[src/rtl/memdec_pkg.sv]
package memdec_pkg;
  localparam int ADDR_W = 24;
  localparam int NREG   = 5;

  typedef logic [ADDR_W-1:0] addr_t;

  typedef enum int {
    RG_PRAM = 0,
    RG_IO   = 1,
    RG_BOOT = 2,
    RG_PROM = 3,
    RG_TRAM = 4
  } region_e;

  // Inclusive window bounds, indexed by region_e.
  localparam addr_t RG_LO [NREG] = '{24'h000000, 24'h001E00, 24'h002000,
                                     24'h002400, 24'h0A0000};
  localparam addr_t RG_HI [NREG] = '{24'h000FFF, 24'h001FFF, 24'h0023FF,
                                     24'h019FFF, 24'h0A3FFF};

  // Inclusive window test.
  function automatic logic addr_in(addr_t a, addr_t lo, addr_t hi);
    return (a >= lo) && (a <= hi);
  endfunction

  // Per-region enable vector built from the three run-time switches.
  function automatic logic [NREG-1:0] build_enable(logic pram_off,
                                                   logic prom_off,
                                                   logic tram_off);
    logic [NREG-1:0] en;
    en          = '1;
    en[RG_PRAM] = ~pram_off;
    en[RG_PROM] = ~prom_off;
    en[RG_TRAM] = ~tram_off;
    return en;
  endfunction
endpackage

[src/rtl/memdec_match.sv]
module memdec_match
  import memdec_pkg::*;
(
  input  addr_t           addr_i,
  input  logic [NREG-1:0] en_i,
  output logic [NREG-1:0] hit_o
);
  for (genvar g = 0; g < NREG; g++) begin : g_win
    assign hit_o[g] = en_i[g] & addr_in(addr_i, RG_LO[g], RG_HI[g]);
  end
endmodule

[src/rtl/memdec_extport.sv]
module memdec_extport #(
  parameter int DATA_W = 8
) (
  input  logic              rd_i,
  input  logic              wr_i,
  input  logic              int_i,
  input  logic              emu_i,
  input  logic [DATA_W-1:0] wdata_i,
  output logic              sel_ext_o,
  output logic              we_n_o,
  output logic              oe_n_o,
  output logic              ctl_oe_o,
  output logic              data_oe_o,
  output logic [DATA_W-1:0] data_o
);
  logic strobe;
  logic ext_acc;
  logic int_acc;

  assign strobe    = rd_i | wr_i;
  assign ext_acc   = strobe & ~int_i;
  assign int_acc   = strobe & int_i;

  assign sel_ext_o = ext_acc;
  assign we_n_o    = ~(wr_i & ext_acc);
  assign oe_n_o    = ~(rd_i & ext_acc);
  // Strobe drivers are released only while an on-chip access runs.
  assign ctl_oe_o  = ~int_acc | emu_i;
  assign data_oe_o = wr_i & (ext_acc | emu_i);
  assign data_o    = data_oe_o ? wdata_i : '0;
endmodule

[src/rtl/memdec_top.sv]
module memdec_top
  import memdec_pkg::*;
#(
  parameter int DATA_W = 8
) (
  input  logic [ADDR_W-1:0] addr_i,
  input  logic              rd_i,
  input  logic              wr_i,
  input  logic [DATA_W-1:0] wdata_i,
  input  logic              pram_off_i,
  input  logic              prom_off_i,
  input  logic              tram_off_i,
  input  logic              emu_drive_i,
  output logic [NREG-1:0]   sel_int_o,
  output logic              sel_ext_o,
  output logic              ext_we_n_o,
  output logic              ext_oe_n_o,
  output logic              ext_ctl_oe_o,
  output logic [DATA_W-1:0] ext_data_o,
  output logic              ext_data_oe_o
);
  logic [NREG-1:0] region_en;
  logic [NREG-1:0] region_hit;
  logic            int_hit;
  logic            strobe;

  assign region_en = build_enable(pram_off_i, prom_off_i, tram_off_i);
  assign strobe    = rd_i | wr_i;

  memdec_match u_match (
    .addr_i (addr_i),
    .en_i   (region_en),
    .hit_o  (region_hit)
  );

  // On-chip hit wins over external memory at the same address.
  assign int_hit   = |region_hit;
  assign sel_int_o = strobe ? region_hit : '0;

  memdec_extport #(.DATA_W(DATA_W)) u_ext (
    .rd_i      (rd_i),
    .wr_i      (wr_i),
    .int_i     (int_hit),
    .emu_i     (emu_drive_i),
    .wdata_i   (wdata_i),
    .sel_ext_o (sel_ext_o),
    .we_n_o    (ext_we_n_o),
    .oe_n_o    (ext_oe_n_o),
    .ctl_oe_o  (ext_ctl_oe_o),
    .data_oe_o (ext_data_oe_o),
    .data_o    (ext_data_o)
  );
endmodule

[config.mk]
export PLATFORM = sky130hd
export DESIGN_NAME = memdec_top
export DESIGN_NICKNAME = d
export VERILOG_FILES = /design/src/rtl/memdec_pkg.sv /design/src/rtl/memdec_match.sv /design/src/rtl/memdec_extport.sv /design/src/rtl/memdec_top.sv
export SDC_FILE = /design/constraint.sdc
export NUM_CORES = 1
export LEC_CHECK = 0
export ABC_AREA = 1
export BUFFER_PORTS_ARGS = -buffer_cell sky130_fd_sc_hd__buf_2
export CAP_MARGIN = 20
export CELL_PAD_IN_SITES_DETAIL_PLACEMENT = 1
export CELL_PAD_IN_SITES_GLOBAL_PLACEMENT = 1
export CORE_MARGIN = 8
export CORE_UTILIZATION = 16
export DETAILED_ROUTE_END_ITERATION = 6
export PLACE_DENSITY = 0.91
export SLEW_MARGIN = 20
export SYNTH_ARGS = -nofsm -noshare
export SYNTH_HDL_FRONTEND = slang
export SYNTH_SLANG_ARGS = --single-unit
[constraint.sdc]
create_clock -name vclk -period 1.3
set_input_delay 0.065 -clock vclk [all_inputs]
set_output_delay 0.065 -clock vclk [all_outputs]
set_load 0.05 [all_outputs]
==> flow_summary_export.csv <==
group,metric,value,unit
status,status,"complete, but fails checks",
status,violations,"setup timing",
layout,final-seq-area,0,um2
power,power_density,308,nW/um2
timing,timing.final.ws_setup,-0.241,ns
logic_synthesis,ys_seq_area_frac,0,
placement,dp_hpwl,1780,um
timing,min_period,1.54,ns
global_route,grt_pass1_vias,763,
global_route,grt_util_met1,0.0983,
drt,antenna_left,0,
layout,seq_cell_count,0,
global_route,grt_use_total,0.102,
die,start_util,0.170,
placement,place_inst,159,
setup_path,cpMostUsedCell,"nor2_4",
power,power.share.clock,0,
timing,setup_viol,11,
die,coreArea,2210,um2
logic_synthesis,mappedNetlistNets,115,
drt,avgRoutedWirePerCell,16.0,um
logic_synthesis,synth_area,375,um2
logic_synthesis,synthCells,77,
timing,rsz0062_at_grt,"yes",
die,rows,17,
power,power_frac_seq,0,
layout,multi_input_area,422,um2
layout,final_common_cell,"buf_2",
run,cap_violations,0,
setup_path,path_class,"in -> out",
drt,drtPass1Iterations,4,
setup_path,critPathRequiredTime,1.24,ns
power,combPwrFrac,1.000,
die,die-area,4150,um2
timing,hold_viol_final,0,
logic_synthesis,synth_warnings,0,
global_route,grt.overflow.total,0,
layout,clkbuf_count,0,
setup_path,critPathMaxStageDelay,0.22,ns
power,peakVddDrop,0.000168,V
logic_synthesis,ys_types,13,
setup_path,worstPathCellList,"buf_8 -> nor2_4 -> nand2_2 -> nor2_4 -> nand3_2 -> nand2_2 -> nand2_4 -> o21bai_4 -> nand2_4 -> nor2_4 -> buf_8",
drt,via_per_inst,4.22,
setup_path,critPathSlowestCell,"o21bai_4",
global_route,busiest_layer,"met2",
power,leakage,0.534,nW
die,die-width,64.4,um
setup_path,endpoint_kind,"output pin",
layout,drive_gt1_frac,0.642,
logic_synthesis,synth_compound_area_frac,0.0500,
timing,fmax,649,MHz
drt,drc,0,
power,intPower,0.125,mW
global_route,grt_pass1_wl,3510,um
setup_path,arrival,1.48,ns
die,ios,56,
timing,slew_headroom,0.620,
global_route,antenna_found_initial,1,
timing,drv_slew,0,
setup_path,start_kind,"input pin",
logic_synthesis,synthSimpleGateAreaFrac,0.760,
global_route,met2_usage,0.216,
layout,fin_cells,163,
clock_tree,ctsHoldBuffers,0,
logic_synthesis,synthMuxAreaShare,0,
power,swShare,0.586,
global_route,grt_max_degree,8,
layout,area_delta_synth_final,162,%
placement,port_buffers,47,
logic_synthesis,syn_area_per_cell,4.87,um2
global_route,grt_use_met3,0.0137,
placement,gp_congestion,0.666,
setup_path,worstPathMaxFanout,5,
logic_synthesis,synth_top_family_by_area,"simple AND/OR/NAND/NOR gates",
timing,whs,0.434,ns
drt,drtIter0Drc,15,
layout,final_cell_mix,"buf_2, inv_1, nand2_1, nor2_4, buf_6",
power,p_sw,0.177,mW
hold_path,hold_path_class,"in -> out",
timing,period_share,1.19,
timing,tightest_slew,0.568,ns
drt,wirelength,2610,um
drt,vias,688,
die,fp.dieH,64.4,um
logic_synthesis,synth_xor_xnor_area_share,0,
logic_synthesis,synthAdderAreaFrac,0,
layout,num-fill-cells,313,
layout,nets,174,
kinds of logic (layout without fill, tap and decap cells):
logic type             Yosys count  count (layout)
AO/OA/AOI/OAI                    1               1
buffers and inverters           19              75
other                            0               1
AND/OR/NAND/NOR                 57              58
metal layers:
layer	part of all wire	vias to the layer above
met5	0	-
met4	0.013	0
met3	0.033	2
met2	0.61	19
met1	0.35	329
li1	-	338
repair_timing:
item / 4_1_cts / 5_1_grt
cloned: 1 / 0
pin swaps: 3 / 13
endpoints found under the setup margin: 15 / 16
setup buffers: 1 / 1
resized for setup: 37 / 33
cell type report:
class,count,area share
diodes,1,0.00254
inverters,19,0.0725
well taps,28,0.0356
multi-input cells,59,0.429
repair buffers,56,0.461
worst paths after layout:
path / startpoint / to / slack, ns / depth (start not counted)
setup / recovery: addr_i[19] / ext_data_o[3] / -0.24 / 11
hold / removal: rd_i / ext_oe_n_o / 0.43 / 3
cells in the mapped netlist, drive strengths merged:
cell / n / share of area
nand3: 6 / 0.11
nand2: 19 / 0.22
inv: 19 / 0.19
o21bai: 1 / 0.050
nand3b: 1 / 0.020
nor3: 2 / 0.027
nor2: 28 / 0.37
or2: 1 / 0.017
per-stage QoR:
step                       util  instance area, um2  TNS, ns  power [mW]  worst slack [ns]
final                     0.445                 983    -1.87       0.303            -0.241
after global routing      0.445                 983    -3.08       0.319            -0.333
after CTS                 0.379                 838   -0.662       0.255           -0.0783
after detailed placement  0.318                 703    -1.75       0.212            -0.158
after global placement    0.318                 703   -0.700       0.204           -0.0791
after floorplan               -                 380   -0.305       0.128           -0.0381
power groups by stage:
stage | Combinational [mW] | Sequential, mW | Clock (mW)
after floorplan | 0.128 | 0 | 0
after global placement | 0.204 | 0 | 0
after detailed placement | 0.212 | 0 | 0
after CTS | 0.255 | 0 | 0
after global routing | 0.319 | 0 | 0.000000103
final | 0.303 | 0 | 0.000000103
worst max-delay path: cells and delay by family:
family / cells / cell delay, ns
and+or+nand+nor: 8 / 0.91
buffers and inverters: 2 / 0.25
AOI/OAI and AO/OA: 1 / 0.22
Note: power is estimated with default switching activity, not from simulation.
